**config.mk**
```make
export PLATFORM = sky130hd
export DESIGN_NAME = pmr_frame_gen
export DESIGN_NICKNAME = d
export VERILOG_FILES = /design/src/rtl/pmr_pkg.sv /design/src/rtl/pmr_tally.sv /design/src/rtl/pmr_serial.sv /design/src/rtl/pmr_frame_gen.sv
export SDC_FILE = /design/constraint.sdc
export NUM_CORES = 1
export LEC_CHECK = 0
export BUFFER_PORTS_ARGS = -buffer_cell sky130_fd_sc_hd__clkbuf_2
export CAP_MARGIN = 10
export CORE_AREA = 2 2 165 167
export CTS_CLUSTER_SIZE = 24
export DETAILED_ROUTE_END_ITERATION = 6
export DIE_AREA = 0 0 167 169
export PLACE_DENSITY = 0.53
export SYNTH_ARGS = -nofsm -noshare
export SYNTH_HDL_FRONTEND = slang
export SYNTH_SLANG_ARGS = --single-unit
```
**constraint.sdc**
```tcl
create_clock -name clk -period 3.5 [get_ports clk]
set_input_delay 0.35 -clock clk [delete_from_list [all_inputs] [get_ports clk]]
set_output_delay 0.35 -clock clk [all_outputs]
set_load 0.05 [all_outputs]
```
**src/rtl/pmr_pkg.sv**
```systemverilog
package pmr_pkg;

    localparam logic [7:0] FLAG_OCT   = 8'h7E;
    localparam logic [5:0] SAPI_VAL   = 6'b001110;
    localparam logic [7:0] UI_CTRL    = 8'h03;
    localparam logic [7:0] TEI_OCT    = 8'h01;
    localparam int         HDR_OCTETS = 3;
    localparam int         RUN_MAX    = 5;
    localparam logic [15:0] CRC_POLY  = 16'h1021;

    // bit 15 .. bit 0 = first octet bit8..bit1, second octet bit8..bit1
    typedef struct packed {
        logic g3, lv, g4, u1, u2, g5, sl, g6;
        logic fe, se, lb, g1, r,  g2, nm, ni;
    } stat_word_t;

    typedef struct packed {
        logic g6, g5, g4, g3, g2, g1;
    } grange_t;

    typedef enum logic [2:0] {
        PH_IDLE, PH_OPEN, PH_BODY, PH_FCS, PH_CLOSE
    } phase_t;

    function automatic grange_t crc_range(input logic [15:0] n);
        grange_t g;
        g = '0;
        if (n >= 16'd320)      g.g6 = 1'b1;
        else if (n >= 16'd101) g.g5 = 1'b1;
        else if (n >= 16'd11)  g.g4 = 1'b1;
        else if (n >= 16'd6)   g.g3 = 1'b1;
        else if (n >= 16'd2)   g.g2 = 1'b1;
        else if (n == 16'd1)   g.g1 = 1'b1;
        return g;
    endfunction

    function automatic logic [15:0] crc16_step(input logic [15:0] c, input logic b);
        logic fb;
        fb = c[15] ^ b;
        return {c[14:0], 1'b0} ^ (fb ? CRC_POLY : 16'h0000);
    endfunction

endpackage

```
**src/rtl/pmr_tally.sv**
```systemverilog
module pmr_tally
    import pmr_pkg::*;
#(
    parameter int CNT_MAX = 320,
    parameter int HIST    = 4
) (
    input  logic                   clk,
    input  logic                   rst,
    input  logic                   sec_tick,
    input  logic                   ev_crc,
    input  logic                   ev_frm,
    input  logic                   ev_sev,
    input  logic                   ev_lcv,
    input  logic                   ev_slip,
    input  logic                   cfg_u1,
    input  logic                   cfg_u2,
    input  logic                   cfg_r,
    input  logic                   cfg_lb,
    output stat_word_t [HIST-1:0]  hist_o
);

    localparam int CW = $clog2(CNT_MAX + 1);

    logic [CW-1:0] cnt;
    logic          frm_f, sev_f, lcv_f, slip_f;
    logic [1:0]    seq;
    stat_word_t    cur;
    grange_t       g;

    always_comb begin
        g      = crc_range(16'(cnt));
        cur    = '0;
        cur.g1 = g.g1;
        cur.g2 = g.g2;
        cur.g3 = g.g3;
        cur.g4 = g.g4;
        cur.g5 = g.g5;
        cur.g6 = g.g6;
        cur.se = sev_f;
        cur.fe = frm_f & ~sev_f;
        cur.lv = lcv_f;
        cur.sl = slip_f;
        cur.u1 = cfg_u1;
        cur.u2 = cfg_u2;
        cur.r  = cfg_r;
        cur.lb = cfg_lb;
        cur.nm = seq[1];
        cur.ni = seq[0];
    end

    always_ff @(posedge clk) begin
        if (rst) begin
            cnt    <= '0;
            frm_f  <= 1'b0;
            sev_f  <= 1'b0;
            lcv_f  <= 1'b0;
            slip_f <= 1'b0;
            seq    <= '0;
            hist_o <= '0;
        end else if (sec_tick) begin
            hist_o <= {hist_o[HIST-2:0], cur};
            cnt    <= CW'(ev_crc);
            frm_f  <= ev_frm;
            sev_f  <= ev_sev;
            lcv_f  <= ev_lcv;
            slip_f <= ev_slip;
            seq    <= seq + 2'd1;
        end else begin
            if (ev_crc && cnt != CW'(CNT_MAX))
                cnt <= cnt + CW'(1);
            frm_f  <= frm_f  | ev_frm;
            sev_f  <= sev_f  | ev_sev;
            lcv_f  <= lcv_f  | ev_lcv;
            slip_f <= slip_f | ev_slip;
        end
    end

    p_grange_onehot_r4: assert property (@(posedge clk) disable iff (rst)
        $onehot0({hist_o[0].g1, hist_o[0].g2, hist_o[0].g3,
                  hist_o[0].g4, hist_o[0].g5, hist_o[0].g6}));

    p_sev_excl_r5: assert property (@(posedge clk) disable iff (rst)
        !(hist_o[0].se && hist_o[0].fe));

    p_hist_shift_r3: assert property (@(posedge clk) disable iff (rst)
        sec_tick |=> (hist_o[1] == $past(hist_o[0])));

endmodule

```
**src/rtl/pmr_serial.sv**
```systemverilog
module pmr_serial
    import pmr_pkg::*;
#(
    parameter int HIST = 4
) (
    input  logic                   clk,
    input  logic                   rst,
    input  logic                   start,
    input  logic                   cr_in,
    input  logic                   bit_rdy,
    input  stat_word_t [HIST-1:0]  hist_in,
    output logic                   ser_bit,
    output logic                   ser_vld,
    output logic                   busy
);

    localparam int BODY_N = HDR_OCTETS + 2 * HIST;
    localparam int OW     = $clog2(BODY_N);

    phase_t                  phase;
    logic [OW-1:0]           oct_idx;
    logic [2:0]              bit_idx;
    logic [2:0]              ones;
    logic [15:0]             crc;
    logic [HIST-1:0][15:0]   snap;
    logic                    cr_q;
    logic [7:0]              cur_oct;
    logic                    dbit;
    logic                    stuff;

    always_comb begin
        cur_oct = 8'h00;
        if (oct_idx == OW'(0))
            cur_oct = {SAPI_VAL, cr_q, 1'b0};
        else if (oct_idx == OW'(1))
            cur_oct = TEI_OCT;
        else if (oct_idx == OW'(2))
            cur_oct = UI_CTRL;
        else begin
            for (int k = 0; k < 2 * HIST; k++) begin
                if (oct_idx == OW'(k + HDR_OCTETS))
                    cur_oct = k[0] ? snap[k/2][7:0] : snap[k/2][15:8];
            end
        end
    end

    always_comb begin
        case (phase)
            PH_BODY:           dbit = cur_oct[bit_idx];
            PH_FCS:            dbit = ~crc[15];
            PH_OPEN, PH_CLOSE: dbit = FLAG_OCT[bit_idx];
            default:           dbit = 1'b0;
        endcase
    end

    assign stuff = (ones == 3'(RUN_MAX)) &&
                   (phase == PH_BODY || phase == PH_FCS ||
                    (phase == PH_CLOSE && bit_idx == 3'd0));
    assign busy  = (phase != PH_IDLE);

    always_ff @(posedge clk) begin
        if (rst) begin
            phase   <= PH_IDLE;
            oct_idx <= '0;
            bit_idx <= '0;
            ones    <= '0;
            crc     <= '1;
            snap    <= '0;
            cr_q    <= 1'b0;
            ser_bit <= 1'b0;
            ser_vld <= 1'b0;
        end else begin
            ser_vld <= 1'b0;
            if (phase == PH_IDLE) begin
                if (start) begin
                    phase   <= PH_OPEN;
                    oct_idx <= '0;
                    bit_idx <= '0;
                    ones    <= '0;
                    crc     <= '1;
                    snap    <= hist_in;
                    cr_q    <= cr_in;
                end
            end else if (bit_rdy) begin
                ser_vld <= 1'b1;
                if (stuff) begin
                    ser_bit <= 1'b0;
                    ones    <= '0;
                end else begin
                    ser_bit <= dbit;
                    bit_idx <= bit_idx + 3'd1;
                    if (phase == PH_BODY || phase == PH_FCS)
                        ones <= dbit ? ones + 3'd1 : 3'd0;
                    if (phase == PH_BODY)
                        crc <= crc16_step(crc, dbit);
                    else if (phase == PH_FCS)
                        crc <= {crc[14:0], 1'b1};
                    if (bit_idx == 3'd7) begin
                        case (phase)
                            PH_OPEN: begin
                                phase   <= PH_BODY;
                                oct_idx <= '0;
                            end
                            PH_BODY: begin
                                if (oct_idx == OW'(BODY_N - 1)) begin
                                    phase   <= PH_FCS;
                                    oct_idx <= '0;
                                end else begin
                                    oct_idx <= oct_idx + OW'(1);
                                end
                            end
                            PH_FCS: begin
                                if (oct_idx == OW'(1))
                                    phase <= PH_CLOSE;
                                else
                                    oct_idx <= oct_idx + OW'(1);
                            end
                            default: phase <= PH_IDLE;
                        endcase
                    end
                end
            end
        end
    end

    p_vld_after_rdy_r9: assert property (@(posedge clk) disable iff (rst)
        ser_vld |-> $past(bit_rdy));

    p_idle_quiet_r10: assert property (@(posedge clk) disable iff (rst)
        (phase == PH_IDLE && $past(phase) == PH_IDLE) |-> !ser_vld);

endmodule

```
**src/rtl/pmr_frame_gen.sv**
```systemverilog
module pmr_frame_gen
    import pmr_pkg::*;
#(
    parameter int CNT_MAX = 320,
    parameter int HIST    = 4
) (
    input  logic clk,
    input  logic rst,
    input  logic ev_crc,
    input  logic ev_frm,
    input  logic ev_sev,
    input  logic ev_lcv,
    input  logic ev_slip,
    input  logic sec_tick,
    input  logic auto_en,
    input  logic shot_req,
    input  logic bit_rdy,
    input  logic cfg_cr,
    input  logic cfg_u1,
    input  logic cfg_u2,
    input  logic cfg_r,
    input  logic cfg_lb,
    output logic ser_bit,
    output logic ser_vld
);

    stat_word_t [HIST-1:0] hist;
    logic                  busy;
    logic                  pend;
    logic                  start;

    assign start = pend && !busy;

    always_ff @(posedge clk) begin
        if (rst)
            pend <= 1'b0;
        else
            pend <= (pend && !start) || (sec_tick && auto_en) || shot_req;
    end

    pmr_tally #(.CNT_MAX(CNT_MAX), .HIST(HIST)) u_tally (
        .clk      (clk),
        .rst      (rst),
        .sec_tick (sec_tick),
        .ev_crc   (ev_crc),
        .ev_frm   (ev_frm),
        .ev_sev   (ev_sev),
        .ev_lcv   (ev_lcv),
        .ev_slip  (ev_slip),
        .cfg_u1   (cfg_u1),
        .cfg_u2   (cfg_u2),
        .cfg_r    (cfg_r),
        .cfg_lb   (cfg_lb),
        .hist_o   (hist)
    );

    pmr_serial #(.HIST(HIST)) u_serial (
        .clk     (clk),
        .rst     (rst),
        .start   (start),
        .cr_in   (cfg_cr),
        .bit_rdy (bit_rdy),
        .hist_in (hist),
        .ser_bit (ser_bit),
        .ser_vld (ser_vld),
        .busy    (busy)
    );

    p_req_held_r10: assert property (@(posedge clk) disable iff (rst)
        (pend && busy) |=> pend);

endmodule

```
# Word level (Yosys, flattened, before mapping)
# Memory sizes are Yosys's and may differ from the RTL's. A register that Yosys moved wholly into a read port is not among the register bits.
# Index checks and enable logic that the tools add are counted.
[totals]
inputBits = 16
rom_bits = 8
out_inout_bits = 2
word_cells = 229
register_bits = 176
n_memories = 1
[mem_list]
columns = ["name", "words", "width", "rd", "rd_ports_with_merged_regs", "write_ports", "line_no", "source"]
rows = [
  ["(no name shown)", 8, 1, 1, 1, 0, "pmr_serial.sv:51", "PH_OPEN, PH_CLOSE: dbit = FLAG_OCT[bit_idx];"],
]
[op_classes]
add_sub_neg = 5
n_bitwise = 10
n_reduce_logical = 32
muxes = 68
n_eq_ne = 23
order_cmp = 6
[op_table]
columns = ["operator", "n"]
rows = [
  ["$mux 16", 6],
  ["$mux 8", 11],
  ["$mux 3", 19],
  ["$mux 4", 8],
  ["$mux 1", 17],
  ["$eq 4x3->1 const B", 4],
  ["$xor 16x16->16", 1],
  ["$mux 13", 1],
  ["$eq 4x4->1 const B", 3],
  ["$pmux 4 s3", 1],
  ["$reduce_and 6->1", 2],
  ["$add 9x1->9 const B", 1],
  ["$eq 3x3->1 const B", 3],
  ["$eq 9x1->1 const B", 1],
  ["$ge 9x2->1 const B", 1],
  ["$ge 9x3->1 const B", 1],
  ["$ge 9x4->1 const B", 1],
  ["$ge 9x7->1 const B", 1],
  ["$ge 9x9->1 const B", 1],
  ["$ne 9x9->1 const B", 1],
  ["$pmux 3 s3", 1],
  ["$reduce_bool 3->1", 3],
  ["$eq 4x2->1 const B", 2],
  ["$add 3x1->3 const B", 2],
  ["other kinds (28)", 52],
]

# Longest topological paths before layout
# Gate-level depths: netlist of the first run.
[depth]
depth_word = 22
ltp_mapped = 14
depth_no_buf = 11

# Modules after synthesis
# Synthesis of the first run repeated with hierarchy kept, for this count alone.
[hier_totals]
cells_unflattened = 938
area_unflattened_um2 = 7862.5
[by_module_without_submodules]
columns = ["mod", "seq_area_each_um2", "area_each_um2", "n_inst", "cells_per_inst"]
rows = [
  ["pmr_serial", 1941.9, 4727.0, 1, 626],
  ["pmr_tally", 1581.5, 3088.0, 1, 308],
  ["pmr_frame_gen", 20.0, 47.5, 1, 4],
]

# Worst setup path before layout of the first run
# Ideal clock, no wire load.
[synth_timing]
path_type = "reg-to-reg"
startpoint = "reg u_serial.oct_idx[0]"
endpoint = "reg u_serial.crc[12]"
arrival_time_ps = 2435
synth_period_minus_slack_ps = 2520
setup_time_ps = 86
setup_slack_ps = 980
path_buffers = 1
stages_incl_launch_ff = 12
required_ps = 3414
path_cell_list = "dfxtp_1 inv_1 ha_1 buf_2 o31ai_2 a221oi_2 nor4_1 a2111oi_4 a221oi_2 mux2i_1 nor2_1 a211oi_1"
[synth_via]
elab_chain_cells = 22
elab_cells_between_ends = 32
classes_between = "eq/ne (10); mux (19); bitwise (2); reduce/logical (1)"
[synth_rtl]
columns = ["element", "line_no", "source"]
rows = [
  ["start: declaration", "pmr_serial.sv:21", "logic [OW-1:0] oct_idx;"],
  ["start signal: assignment", "pmr_serial.sv:109", "oct_idx <= oct_idx + OW'(1);"],
  ["start signal: assignment", "pmr_serial.sv:116", "oct_idx <= oct_idx + OW'(1);"],
  ["$eq 4x2->1", "pmr_serial.sv:41", "if (oct_idx == OW'(k + HDR_OCTETS))"],
  ["$mux 8 (8 in series)", "pmr_serial.sv:41", ""],
  ["$mux 8", "pmr_serial.sv:37", "else if (oct_idx == OW'(2))"],
  ["$mux 8", "pmr_serial.sv:35", "else if (oct_idx == OW'(1))"],
  ["$mux 8 *", "pmr_serial.sv:33", "if (oct_idx == OW'(0))"],
  ["$bmux 1 s3 *", "pmr_serial.sv:49", "PH_BODY: dbit = cur_oct[bit_idx];"],
  ["$mux 1 (not written as such) *", "pmr_serial.sv:49", ""],
  ["$pmux 1 s3 *", "pmr_serial.sv:48", "case (phase)"],
  ["$xor 1x1->1 *", "pmr_pkg.sv:39", "fb = c[15] ^ b;"],
  ["$mux 13 *", "pmr_pkg.sv:40", "return {c[14:0], 1'b0} ^ (fb ? CRC_POLY : 16'h0000);"],
  ["$xor 16x16->16 *", "pmr_pkg.sv:40", ""],
  ["$mux 16 *", "pmr_serial.sv:94", "if (phase == PH_BODY)"],
  ["$mux 16 *", "pmr_serial.sv:86", "if (stuff) begin"],
  ["$mux 16 *", "pmr_serial.sv:84", "end else if (bit_rdy) begin"],
  ["$mux 16 *", "pmr_serial.sv:74", "if (phase == PH_IDLE) begin"],
  ["end signal: assignment", "pmr_serial.sv:95", "crc <= crc16_step(crc, dbit);"],
  ["end signal: assignment", "pmr_serial.sv:97", "crc <= {crc[14:0], 1'b1};"],
  ["end: declaration", "pmr_serial.sv:24", "logic [15:0] crc;"],
]
# Every way passes the cells marked *; elsewhere a longest branch is shown, timed or not. The select of a mux whose other input is x is not followed.
# A chain may end at the register's enable or synchronous reset.

# Worst setup path after layout of the first run
# Same ends and word-level chain as after synthesis.

==> run summary, run 1 <==
result of the run: finished, final reports clean
floorplan die height: 169 um
Critical Path, Cell by Cell: inv_1 > ha_1 > nand2_1 > o21ai_0 > nand3_1 > a2111oi_0 > a211oi_1 > a221oi_2 > mux2i_1 > nor2_1 > a211oi_1
P_leak: 3.25 nW
Register-to-Register Path Depth: 11
via total after detailed routing: 6107
placed cell areas: 0.00816 sq mm
clock skew: 0.0110 ns
met2 layer usage reported by global route: 20.8%
max cap viols: 0
multi-input combinational cell area: 0.00390 sq mm
number of warning messages in the yosys log: 0
number of CTS-inserted buffers: 17
Global Route met3 Usage: 2.67%
share of layout cells above drive strength 1: 9.04%
Hold Path Stages: 3
Largest delay share family, worst path: compound AO/OA/AOI/OAI gates
number of standard-cell rows in the floorplan: 60
relative slew slack: 42.2%
cell with the largest stage delay on the worst path: ha_1
launch point of the worst reg-to-reg path: u_serial.oct_idx[0]
total negative slack for setup checks: 0 ns
number of flip-flops and latches in the synthesized netlist: 177
fraction of the yosys area taken by sequential cells: 45.5%
wire length per cell after detailed routing: 14.0 um
Antenna Cells: 0
post-cts hold buffer count: 0
power per standard cell area: 589 mW/mm^2
total routed wirelength: 17.8 mm
Die Width: 167 um
number of max-slew violations in the final report: 0
Hold/Removal Path Class: in -> reg
Startpoint Class: flip-flop
TritonCTS clock tree: yes
vias in the first global route: 5899
post-synthesis instance total: 936
number of buffer and inverter instances along the worst setup path: 1
flip-flop cell with the highest count after synthesis: dfxtp_1
Longest Clk Path Bufs: 2
post-synth net total: 964
pin count of the biggest net entering global routing: 85
total global routing overflow: 0
Root Buffer: clkbuf_16
R2R setup slack: 0.37 ns
clock-pin transition on the worst setup and hold timing paths: 0.07 ns
final net count: 944
netlist area before placement: 0.00778 sq mm
Buffers on Ports: 17
floorplan core area: 0.0265 sq mm
most used cell along the critical path: a211oi_1
num ports: 18
Critical Path Max Stage Delay: 0.53 ns
antenna violations before repair: 0
drt pass-1 iters: 5
Worst R2R End: u_serial.crc[12]
HPWL after DPL: 11.6 mm
data arrival time of the worst path: 3.47 ns
overall track demand over capacity in global routing: 12.9%
worst skew pair latency: 0.43 ns
initial core utilization: 29.4%
fill count: 2816
CTS HTree Levels: 4
critical path class: reg -> reg
final weighted congestion in routability-driven placement: 0.873
final clock period utilization by the worst path: 89.5%
busiest layer in global routing: met2
number of DRC markers after the initial detailed-route iteration: 390
Hold Path Sink: u_tally.slip_f
peak ir drop on the vdd network: 0.000302 V
met1 capacity usage during global routing: 17.7%
layout overhead on the synthesized area: 12.9%
synthesized area divided by synthesized cell count: 8.31 sq um
global-route wire length before repair: 30.2 mm
Fmax: 319 MHz
area taken by flip-flops and latches: 0.00354 sq mm
final number of hold-violating endpoints: 0
number of routed nets with antenna violations: 0
maximum fanout count along the critical path: 15
number of synthesized flops with an enable pin: 0
min-delay src: ev_slip
unrepaired setup endpoints after global routing: no
number of setup violations in the final report: 0
Die Area: 0.0282 sq mm
clk sinks: 177
detail-routed via count per cell: 4.81
min Tclk post-route: 3.13 ns
final design area excluding fillers: 0.00878 sq mm
number of cells on the critical path: 11
transition time at the pin with the least slew margin: 0.866 ns
CP endpoint kind: flip-flop
FFs w/ async S/R, synth: 0%
DRC errors left: 0
required time of the critical path: 3.84 ns
Netlist cell types: 68
[through the flow]
stage | hold slack (ns) | instances | util (%) | setup WS (ns) | total power, W
6_report | 0.124 | 1270 | 33.1 | 0.368 | 0.00518
4_1_cts | 0.112 | 1270 | 33.1 | 0.326 | 0.00524
3_3_place_gp | 0.440 | 1238 | 30.8 | 0.405 | 0.00323
2_1_floorplan | 0.431 | 936 | - | 0.980 | 0.00296
3_5_place_dp | 0.443 | 1238 | 30.8 | 0.346 | 0.00324
5_1_grt | 0.137 | 1270 | 33.1 | 0.0753 | 0.00544
[kinds of logic after synthesis]
kind of cell    after synthesis  synth area share, %
fa+ha+maj                    12                 1.93
flops                       177                 45.5
mux                          62                 7.98
compound gates              193                 16.2
simple gates                393                 22.3
xor+xnor                     14                 1.58
buf+inv                      85                 4.50
[timing repair]
item	CTS	global route
setup endpoints to repair	0	2
setup buffers	0	0
resized for setup	0	1
[flip-flops by register name (all words and copies together) (netlist names), named ones only]
signal	count
u_serial.oct_idx	4
pend	1
u_serial.bit_idx	3
u_tally.hist_o	64
u_serial.crc	16
u_serial.snap	64
u_serial.ser_vld	1
u_serial.ones	3
u_tally.slip_f	1
u_tally.frm_f	1
u_serial.ser_bit	1
u_tally.sev_f	1
u_serial.phase	3
u_tally.seq	2
u_tally.lcv_f	1
u_tally.cnt	9
u_serial.cr_q	1
[layer usage]
| layer | wire (um) | vias to the layer above |
|---|---|---|
| met3 | 416 | 19 |
| met4 | 214 | 0 |
| met2 | 8080 | 70 |
| met5 | 0 | - |
| li1 | - | 3158 |
| met1 | 9130 | 2860 |
[where the power goes]
part | internal [W] | switching (W)
registers | 0.00207 | 0.0000678
clock network | 0.00109 | 0.000896
logic | 0.000344 | 0.000710
total | 0.00350 | 0.00167
[layout by cell type, fill, tap and decap left out, types with 3 or more instances in the layout]
cell / instances
nand2_1: 181
dfxtp_1: 177
nor2_1: 116
a21oi_1: 97
mux2i_1: 62
nor3_1: 21
clkbuf_16: 17
o21ai_0: 16
clkbuf_2: 15
buf_4: 15
inv_1: 13
o21bai_1: 13
nand2b_1: 11
ha_1: 11
xor2_1: 9
nand4_1: 9
nor2b_1: 8
a31oi_1: 7
nand3_1: 7
nand3b_1: 6
and3_1: 6
a211oi_1: 6
a22oi_1: 6
nor3b_1: 5
xnor2_1: 5
nor4b_1: 4
inv_8: 4
nor4_1: 3
a211o_1: 3
o211ai_1: 3
o2111a_1: 3
a32oi_1: 3
a221oi_1: 3
inv_6: 3
buf_12: 3
[layout make-up]
cell class | instances | area share (%)
multi-input combinational | 674 | 44.4
inverter | 13 | 0.556
sequential | 177 | 40.3
clock buffer | 17 | 4.84
tap | 341 | 4.86
clock inverter | 15 | 2.19
timing repair buffer | 33 | 2.82
[how the worst max path moves through the flow]
| stage | start | endpoint | slack [ns] |
|---|---|---|---|
| global placement | u_serial.oct_idx[0] | u_serial.crc[5] | 0.40 |
| detailed placement | u_serial.oct_idx[0] | u_serial.ones[2] | 0.35 |
| CTS | u_serial.oct_idx[0] | u_serial.ones[2] | 0.33 |
| finish | u_serial.oct_idx[0] | u_serial.crc[12] | 0.37 |
| floorplan | u_serial.oct_idx[0] | u_serial.crc[12] | 0.98 |
| global route | u_serial.oct_idx[1] | u_serial.crc[5] | 0.08 |
[cells in the mapped netlist, types with 8 or more instances]
| library cell | count | area share, % |
|---|---|---|
| inv_1 | 13 | 0.63 |
| nand4_1 | 9 | 0.72 |
| nand2b_1 | 11 | 0.88 |
| ha_1 | 12 | 1.9 |
| nor3_1 | 22 | 1.4 |
| mux2i_1 | 62 | 8.0 |
| a21oi_1 | 97 | 6.2 |
| xor2_1 | 9 | 1.0 |
| o21bai_1 | 13 | 1.3 |
| clkbuf_1 | 45 | 2.2 |
| dfxtp_1 | 177 | 46 |
| nand2_1 | 182 | 8.8 |
| o21ai_0 | 16 | 1.0 |
| nor2_1 | 116 | 5.6 |
| buf_2 | 16 | 1.0 |
| nor2b_1 | 8 | 0.64 |
| buf_1 | 9 | 0.43 |
[worst reg2reg max path: cells and delay by family, from the launching register on]
kind / cells / cell delay [ns]
fa+ha+maj: 1 / 0.53
compound gates: 5 / 1.39
mux: 1 / 0.38
buf+inv: 1 / 0.10
simple gates: 3 / 0.29
flops: 1 / 0.36
No activity file was read; power rests on OpenSTA's default activity.
==> inputs of run 2 (changes only) <==
Settings changed: ABC_AREA set to 1, CORE_AREA 2 2 165 167 to 2 2 162 164, DIE_AREA 0 0 167 169 to 0 0 164 166.
==> run 2 against run 1 <==
Net effect:
- cell area down 3.2%
- utilization about the same
- flip-flop and latch count unchanged
- fmax up 12%
- count of clock-buffer cells in the layout up 3
- largest cell class is now registers
- sequential power up 11%
- combinational power up 18%
==> run summary, run 2 <==
post-layout util: 33.2% (was 33.1%)
number of routed nets with antenna violations: 0 (unchanged)
Setup Buffers After CTS: 0 (unchanged)
cell accounting for the most synthesized area: dfxtp_1 (unchanged)
total routed wirelength: 19.2 mm (was 17.8 mm)
number of setup violations in the final report: 0 (unchanged)
final number of hold-violating endpoints: 0 (unchanged)
antenna violations before repair: 0 (unchanged)
dominant cells by area after synthesis: dfxtp_1 (47%), nand2_1 (9.7%), inv_1 (7.6%) (was dfxtp_1 (46%), nand2_1 (8.8%), mux2i_1 (8.0%))
data arrival time of the worst path: 3.13 ns (was 3.47 ns)
peak ir drop on the vdd network: 0.000312 V (was 0.000302 V)
largest registers ranked by flip-flop count: u_serial.snap: 64 flops, u_tally.hist_o: 64 flops, u_serial.crc: 16 flops (unchanged)
Placement Setup Slack: 0.715 ns (was 0.346 ns)
synthesized area divided by synthesized cell count: 7.37 sq um (was 8.31 sq um)
Fmax: 357 MHz (was 319 MHz)
dominant cell by count in the synthesized netlist: nand2_1 (unchanged)
clk sinks: 177 (unchanged)
required time of the critical path: 3.83 ns (was 3.84 ns)
Root Buffer: clkbuf_16 (unchanged)
total negative slack for setup checks: 0 ns (unchanged)
power per standard cell area: 660 mW/mm^2 (was 589 mW/mm^2)
via total after detailed routing: 6372 (was 6107)
maximum fanout count along the critical path: 11 (was 15)
wire length per cell after detailed routing: 14.1 um (was 14.0 um)
Die Area: 0.0272 sq mm (was 0.0282 sq mm)
Die Width: 164 um (was 167 um)
clock-pin transition on the worst setup and hold timing paths: 0.06 ns (was 0.07 ns)
post-synthesis instance total: 1021 (was 936)
share of layout cells above drive strength 1: 7.49% (was 9.04%)
number of CTS-inserted buffers: 17 (unchanged)
flip-flop cell with the highest count after synthesis: dfxtp_1 (unchanged)
Antenna Cells: 0 (unchanged)
worst hold-check slack: 0.112 ns (was 0.124 ns)
min Tclk post-route: 2.80 ns (was 3.13 ns)
total global routing overflow: 0 (unchanged)
transition time at the pin with the least slew margin: 0.976 ns (was 0.866 ns)
Buffers on Ports: 17 (unchanged)
FFs w/ async S/R, synth: 0% (unchanged)
unrepaired setup endpoints after global routing: no (unchanged)
global-route wire length before repair: 32.1 mm (was 30.2 mm)
final net count: 1046 (was 944)
relative slew slack: 35.0% (was 42.2%)
result of the run: finished, final reports clean (unchanged)
Longest Clk Path Bufs: 2 (unchanged)
worst skew pair latency: 0.44 ns (was 0.43 ns)
number of standard-cell rows in the floorplan: 59 (was 60)
clock skew: 0.0141 ns (was 0.0110 ns)
detail-routed via count per cell: 4.67 (was 4.81)
fraction of the yosys area taken by sequential cells: 47.1% (was 45.5%)
Hold/Removal Path Class: in -> reg (unchanged)
Netlist cell types: 38 (was 68)
post-synth net total: 1049 (was 964)
final design area excluding fillers: 0.00850 sq mm (was 0.00878 sq mm)
HPWL after DPL: 12.9 mm (was 11.6 mm)
vias in the first global route: 6060 (was 5899)
post-cts hold buffer count: 0 (unchanged)
most used cells in the layout excluding fill and tap cells: nand2_1 (194), dfxtp_1 (177), inv_1 (153) (was nand2_1 (181), dfxtp_1 (177), nor2_1 (116))
final clock period utilization by the worst path: 80.1% (was 89.5%)
top cells by count, synth: nand2_1 (195), dfxtp_1 (177), inv_1 (153) (was nand2_1 (182), dfxtp_1 (177), nor2_1 (116))
placed cell areas: 0.00789 sq mm (was 0.00816 sq mm)
most common cell after layout, fill and taps aside: nand2_1 (unchanged)
number of flip-flops and latches in the synthesized netlist: 177 (unchanged)
max cap viols: 0 (unchanged)
drt pass-1 iters: 5 (unchanged)
layout overhead on the synthesized area: 13.0% (was 12.9%)
number of DRC markers after the initial detailed-route iteration: 489 (was 390)
Synth top area share: 47.1% (was 45.5%)
number of max-slew violations in the final report: 0 (unchanged)
critical path class: reg -> reg (unchanged)
initial core utilization: 29.4% (about the same)
floorplan core area: 0.0256 sq mm (was 0.0265 sq mm)
pin count of the biggest net entering global routing: 103 (was 85)
num ports: 18 (unchanged)
total of cells resized after clock tree synthesis: 0 (unchanged)
number of synthesized flops with an enable pin: 0 (unchanged)
overall track demand over capacity in global routing: 14.8% (was 12.9%)
Startpoint Class: flip-flop (unchanged)
netlist area before placement: 0.00752 sq mm (was 0.00778 sq mm)
number of warning messages in the yosys log: 0 (unchanged)
DRC errors left: 0 (unchanged)
worst-case setup margin in the final layout: 0.696 ns (was 0.368 ns)
TritonCTS clock tree: yes (unchanged)
P_leak: 3.33 nW (was 3.25 nW)
CTS HTree Levels: 4 (unchanged)
CP endpoint kind: flip-flop (unchanged)
final weighted congestion in routability-driven placement: 0.872 (was 0.873)
floorplan die height: 166 um (was 169 um)
[run 2: cells by family after synthesis]
logic type	count (synthesis)	synth area share [%]
fa+ha+maj	12	2.00
flops	177	47.1
simple gates	353	20.3
xor+xnor	1	0.116
buf+inv	210	11.3
compound gates	268	19.2
[run 2: stage by stage]
stage | power (W) | cells
after CTS | 0.00567 | 1363
after global routing | 0.00595 | 1363
after global placement | 0.00365 | 1334
final | 0.00561 | 1363
after detailed placement | 0.00366 | 1334
after floorplan | 0.00332 | 1021
[run 2: worst paths after layout]
| kind | start | cells after the start | endpoint | slack (ns) |
|---|---|---|---|---|
| min | cfg_lb | 3 | u_tally.hist_o[5] | 0.11 |
| max reg2reg | u_serial.oct_idx[2] | 23 | u_serial.crc[12] | 0.70 |
| min reg2reg | u_serial.crc[7] | 2 | u_serial.crc[7] | 0.45 |
| max | u_serial.oct_idx[2] | 23 | u_serial.crc[12] | 0.70 |
[run 2: critical path, stage by stage, from the launching register on]
cell and delay (ns):
dfxtp_1 0.60, inv_2 0.16, nor2_4 0.19, nand2_2 0.16, inv_1 0.24, nand2_1 0.08
nand2_1 0.08, nand2_1 0.05, nand2_1 0.06, nand2_1 0.05, nand2_1 0.05, nand2_1 0.07
a21oi_2 0.11, nand2_1 0.06, nand2_1 0.05, nand2_1 0.07, nand2_2 0.08, nand2_2 0.07
nand2_2 0.10, nand3_1 0.10, nand2_1 0.09, nand3_1 0.06, nand2_1 0.07, nand2_1 0.04
[run 2: routing by layer]
layer	share of wire (%)	vias up	track usage [%]
met1	51	2914	20.9
met4	1.4	0	4.39
li1	-	3339	-
met5	0	-	0
met2	44	103	23.0
met3	3.3	16	2.67
[run 2: final cells by class]
cell class	instances	area [sq um]
Clock buffer	20	457
Tap cell	335	419
Timing Repair Buffer	30	195
Sequential cell	177	3540
Fill cell	2768	17100
Inverter	158	593
Clock inverter	9	158
Multi-Input combinational cell	634	3140
[run 2: where the power goes]
group	leakage [nW]	switching, W	internal [W]
Clock	0.294	0.000782	0.00122
Combinational	1.59	0.000894	0.000342
Sequential	1.44	0.000116	0.00226
==> inputs of run 3 (changes only) <==
Clock period 3.5 ns to 2.6 ns, I/O delays scaled along.
==> run 3 against run 2 <==
Net effect:
- critical path depth down 1
- non-clock buffer count increased by 15
- sequential power increased by 35%
- register-to-register slack lost 0.54 ns
- utilization rose by 0.99 points
- largest power group unchanged
==> run summary, run 3 (synthesis gave the netlist of run 2 again) <==
final number of hold-violating endpoints: 0 (unchanged)
detailed route wirelength on metal3: 536 um (was 642 um)
launch point of the worst reg-to-reg path: u_serial.oct_idx[1] (was u_serial.oct_idx[2])
fill count: 2772 (was 2768)
number of buffer and inverter instances along the worst setup path: 2 (unchanged)
Critical Path, Cell by Cell: inv_4 > ha_4 > nand3_4 > buf_6 > nand3_1 > nand2_1 > nand3_1 > nand2_1 > nand3_1 > nand2_1 > nand2_1 > nand3_1 > a21oi_1 > nand2_1 > nand2_2 > nand2_4 > nand3_4 > nand3_2 > nand2_1 > nand3_1 > nand2_1 > nand2_1 (was inv_2 > nor2_4 > nand2_2 > inv_1 > nand2_1 > nand2_1 > nand2_1 > nand2_1 > nand2_1 > nand2_1 > nand2_1 > a21oi_2 > nand2_1 > nand2_1 > nand2_1 > nand2_2 > nand2_2 > nand2_2 > nand3_1 > nand2_1 > nand3_1 > nand2_1 > nand2_1)
initial core utilization: 29.4% (unchanged)
CP endpoint kind: flip-flop (unchanged)
layout overhead on the synthesized area: 16.3% (was 13.0%)
DRC errors left: 0 (unchanged)
Critical Path Max Stage Delay: 0.37 ns (was 0.60 ns)
relative slew slack: 58.1% (was 35.0%)
TritonCTS clock tree: yes (unchanged)
highest routed layer: met4 (unchanged)
unrepaired setup endpoints after global routing: yes (was no)
most used cells in the layout excluding fill and tap cells: nand2_1 (189), dfxtp_1 (173), inv_1 (150) (was nand2_1 (194), dfxtp_1 (177), inv_1 (153))
total routed wirelength: 19.8 mm (was 19.2 mm)
Hold Path Stages: 3 (unchanged)
most used cell along the critical path: nand2_1 (unchanged)
routed length on met2: 9.03 mm (was 8.52 mm)
pin count of the biggest net entering global routing: 103 (unchanged)
Placement Setup Slack: 0.0316 ns (was 0.715 ns)
Hold Path Sink: u_tally.hist_o[5] (unchanged)
HPWL after DPL: 13.3 mm (was 12.9 mm)
global-route wire length before repair: 31.8 mm (was 32.1 mm)
result of the run: finished, final reports clean (unchanged)
Buffers on Ports: 17 (unchanged)
placed instance count: 1343 (was 1334)
Register-to-Register Path Depth: 22 (was 23)
post-cts hold buffer count: 0 (unchanged)
Die Width: 164 um (unchanged)
number of standard-cell rows in the floorplan: 59 (unchanged)
Startpoint Class: flip-flop (unchanged)
Post-Route M1 WL: 9.92 mm (was 9.76 mm)
vias in the first global route: 6027 (was 6060)
Root Buffer: clkbuf_16 (unchanged)
via total after detailed routing: 6498 (was 6372)
antenna violations before repair: 0 (unchanged)
largest registers ranked by flip-flop count: u_serial.snap: 64 flops, u_tally.hist_o: 64 flops, u_serial.crc: 16 flops (unchanged)
data arrival time of the worst path: 2.76 ns (was 3.13 ns)
Antenna Cells: 0 (unchanged)
min Tclk post-route: 2.44 ns (was 2.80 ns)
floorplan core area: 0.0256 sq mm (unchanged)
total global routing overflow: 0 (unchanged)
multi-input combinational cell area: 0.00327 sq mm (was 0.00314 sq mm)
Post-Layout Cell Count: 1379 (was 1363)
number of CTS-inserted buffers: 17 (unchanged)
most common cell after layout, fill and taps aside: nand2_1 (unchanged)
Die Area: 0.0272 sq mm (unchanged)
area taken by flip-flops and latches: 0.00355 sq mm (was 0.00354 sq mm)
R2R setup slack: 0.16 ns (was 0.70 ns)
worst hold-check slack: 0.0326 ns (was 0.112 ns)
worst skew pair latency: 0.43 ns (was 0.44 ns)
final net count: 1061 (was 1046)
critical path class: reg -> reg (unchanged)
Hold/Removal Path Class: in -> reg (unchanged)
CTS HTree Levels: 4 (unchanged)
number of routed nets with antenna violations: 0 (unchanged)
clk sinks: 177 (unchanged)
number of DRC markers after the initial detailed-route iteration: 474 (was 489)
max cap viols: 0 (unchanged)
P_leak: 3.44 nW (was 3.33 nW)
peak ir drop on the vdd network: 0.000423 V (was 0.000312 V)
final weighted congestion in routability-driven placement: 0.856 (was 0.872)
transition time at the pin with the least slew margin: 0.628 ns (was 0.976 ns)
Worst R2R End: u_serial.crc[5] (was u_serial.crc[12])
drt pass-1 iters: 7 (was 5)
min-delay src: cfg_lb (unchanged)
power per standard cell area: 869 mW/mm^2 (was 660 mW/mm^2)
final clock period utilization by the worst path: 93.8% (was 80.1%)
Longest Clk Path Bufs: 2 (unchanged)
number of setup violations in the final report: 0 (unchanged)
floorplan die height: 166 um (unchanged)
worst-case setup margin in the final layout: 0.161 ns (was 0.696 ns)
cell with the largest stage delay on the worst path: dfxtp_4 (was dfxtp_1)
detail-routed via count per cell: 4.71 (was 4.67)
clock skew: 0.00922 ns (was 0.0141 ns)
maximum fanout count along the critical path: 7 (was 11)
required time of the critical path: 2.92 ns (was 3.83 ns)
overall track demand over capacity in global routing: 14.8% (about the same)
number of max-slew violations in the final report: 0 (unchanged)
clock-pin transition on the worst setup and hold timing paths: 0.07 ns (was 0.06 ns)
share of layout cells above drive strength 1: 11.1% (was 7.49%)
num ports: 18 (unchanged)
wire length per cell after detailed routing: 14.3 um (was 14.1 um)
Fmax: 410 MHz (was 357 MHz)
Largest delay share family, worst path: simple AND/OR/NAND/NOR gates (unchanged)
[run 3: metal layers]
metal  track usage, %  vias to the layer above
met2             23.3                      108
met4             4.88                        0
li1                 -                     3366
met5                0                        -
met1             20.8                     3008
met3             2.25                       16
[run 3: worst max-delay path by stage]
stage	cells past startpoint	slack [ns]	to	startpoint
6_report	22	0.16	u_serial.crc[5]	u_serial.oct_idx[1]
5_1_grt	22	-0.12	u_serial.crc[12]	u_serial.oct_idx[1]
3_3_place_gp	25	0.09	u_serial.crc[12]	u_serial.oct_idx[0]
3_5_place_dp	25	0.03	u_serial.crc[12]	u_serial.oct_idx[1]
4_1_cts	25	0.007	u_serial.crc[5]	u_serial.oct_idx[1]
2_1_floorplan	21	0.35	u_serial.crc[12]	u_serial.oct_idx[0]
[run 3: final cells by class]
type / count / area share, %
Inverter: 158 / 6.86
Sequential cell: 177 / 40.6
Timing Repair Buffer: 45 / 3.73
Clock buffer: 23 / 5.57
Multi-Input combinational cell: 634 / 37.3
Tap cell: 335 / 4.79
Clock inverter: 7 / 1.13
[run 3: timing repair]
action	4_1_cts	5_1_grt
setup buffers	0	7
resized for setup	0	50
setup endpoints to repair	0	7
[run 3: tightest hold or removal path, delay by kind of cell]
family          cells  cell delay (ns)
compound gates      1             0.05
simple gates        1             0.04
buf+inv             1             0.07
[run 3: power by group]
group	switching, W	total (W)	internal, W
clock network	0.00106	0.00257	0.00152
logic	0.00128	0.00183	0.000556
registers	0.000162	0.00321	0.00304
[run 3: through the flow]
| step | cell area, sq um | utilization [%] | power, W | setup TNS [ns] |
|---|---|---|---|---|
| 6_report | 8750 | 34.2 | 0.00761 | 0 |
| 2_1_floorplan | 7520 | - | 0.00447 | 0 |
| 3_3_place_gp | 7960 | 31.1 | 0.00497 | 0 |
| 3_5_place_dp | 7960 | 31.1 | 0.00499 | 0 |
| 5_1_grt | 8750 | 34.2 | 0.00807 | -0.282 |
| 4_1_cts | 8540 | 33.3 | 0.00757 | 0 |
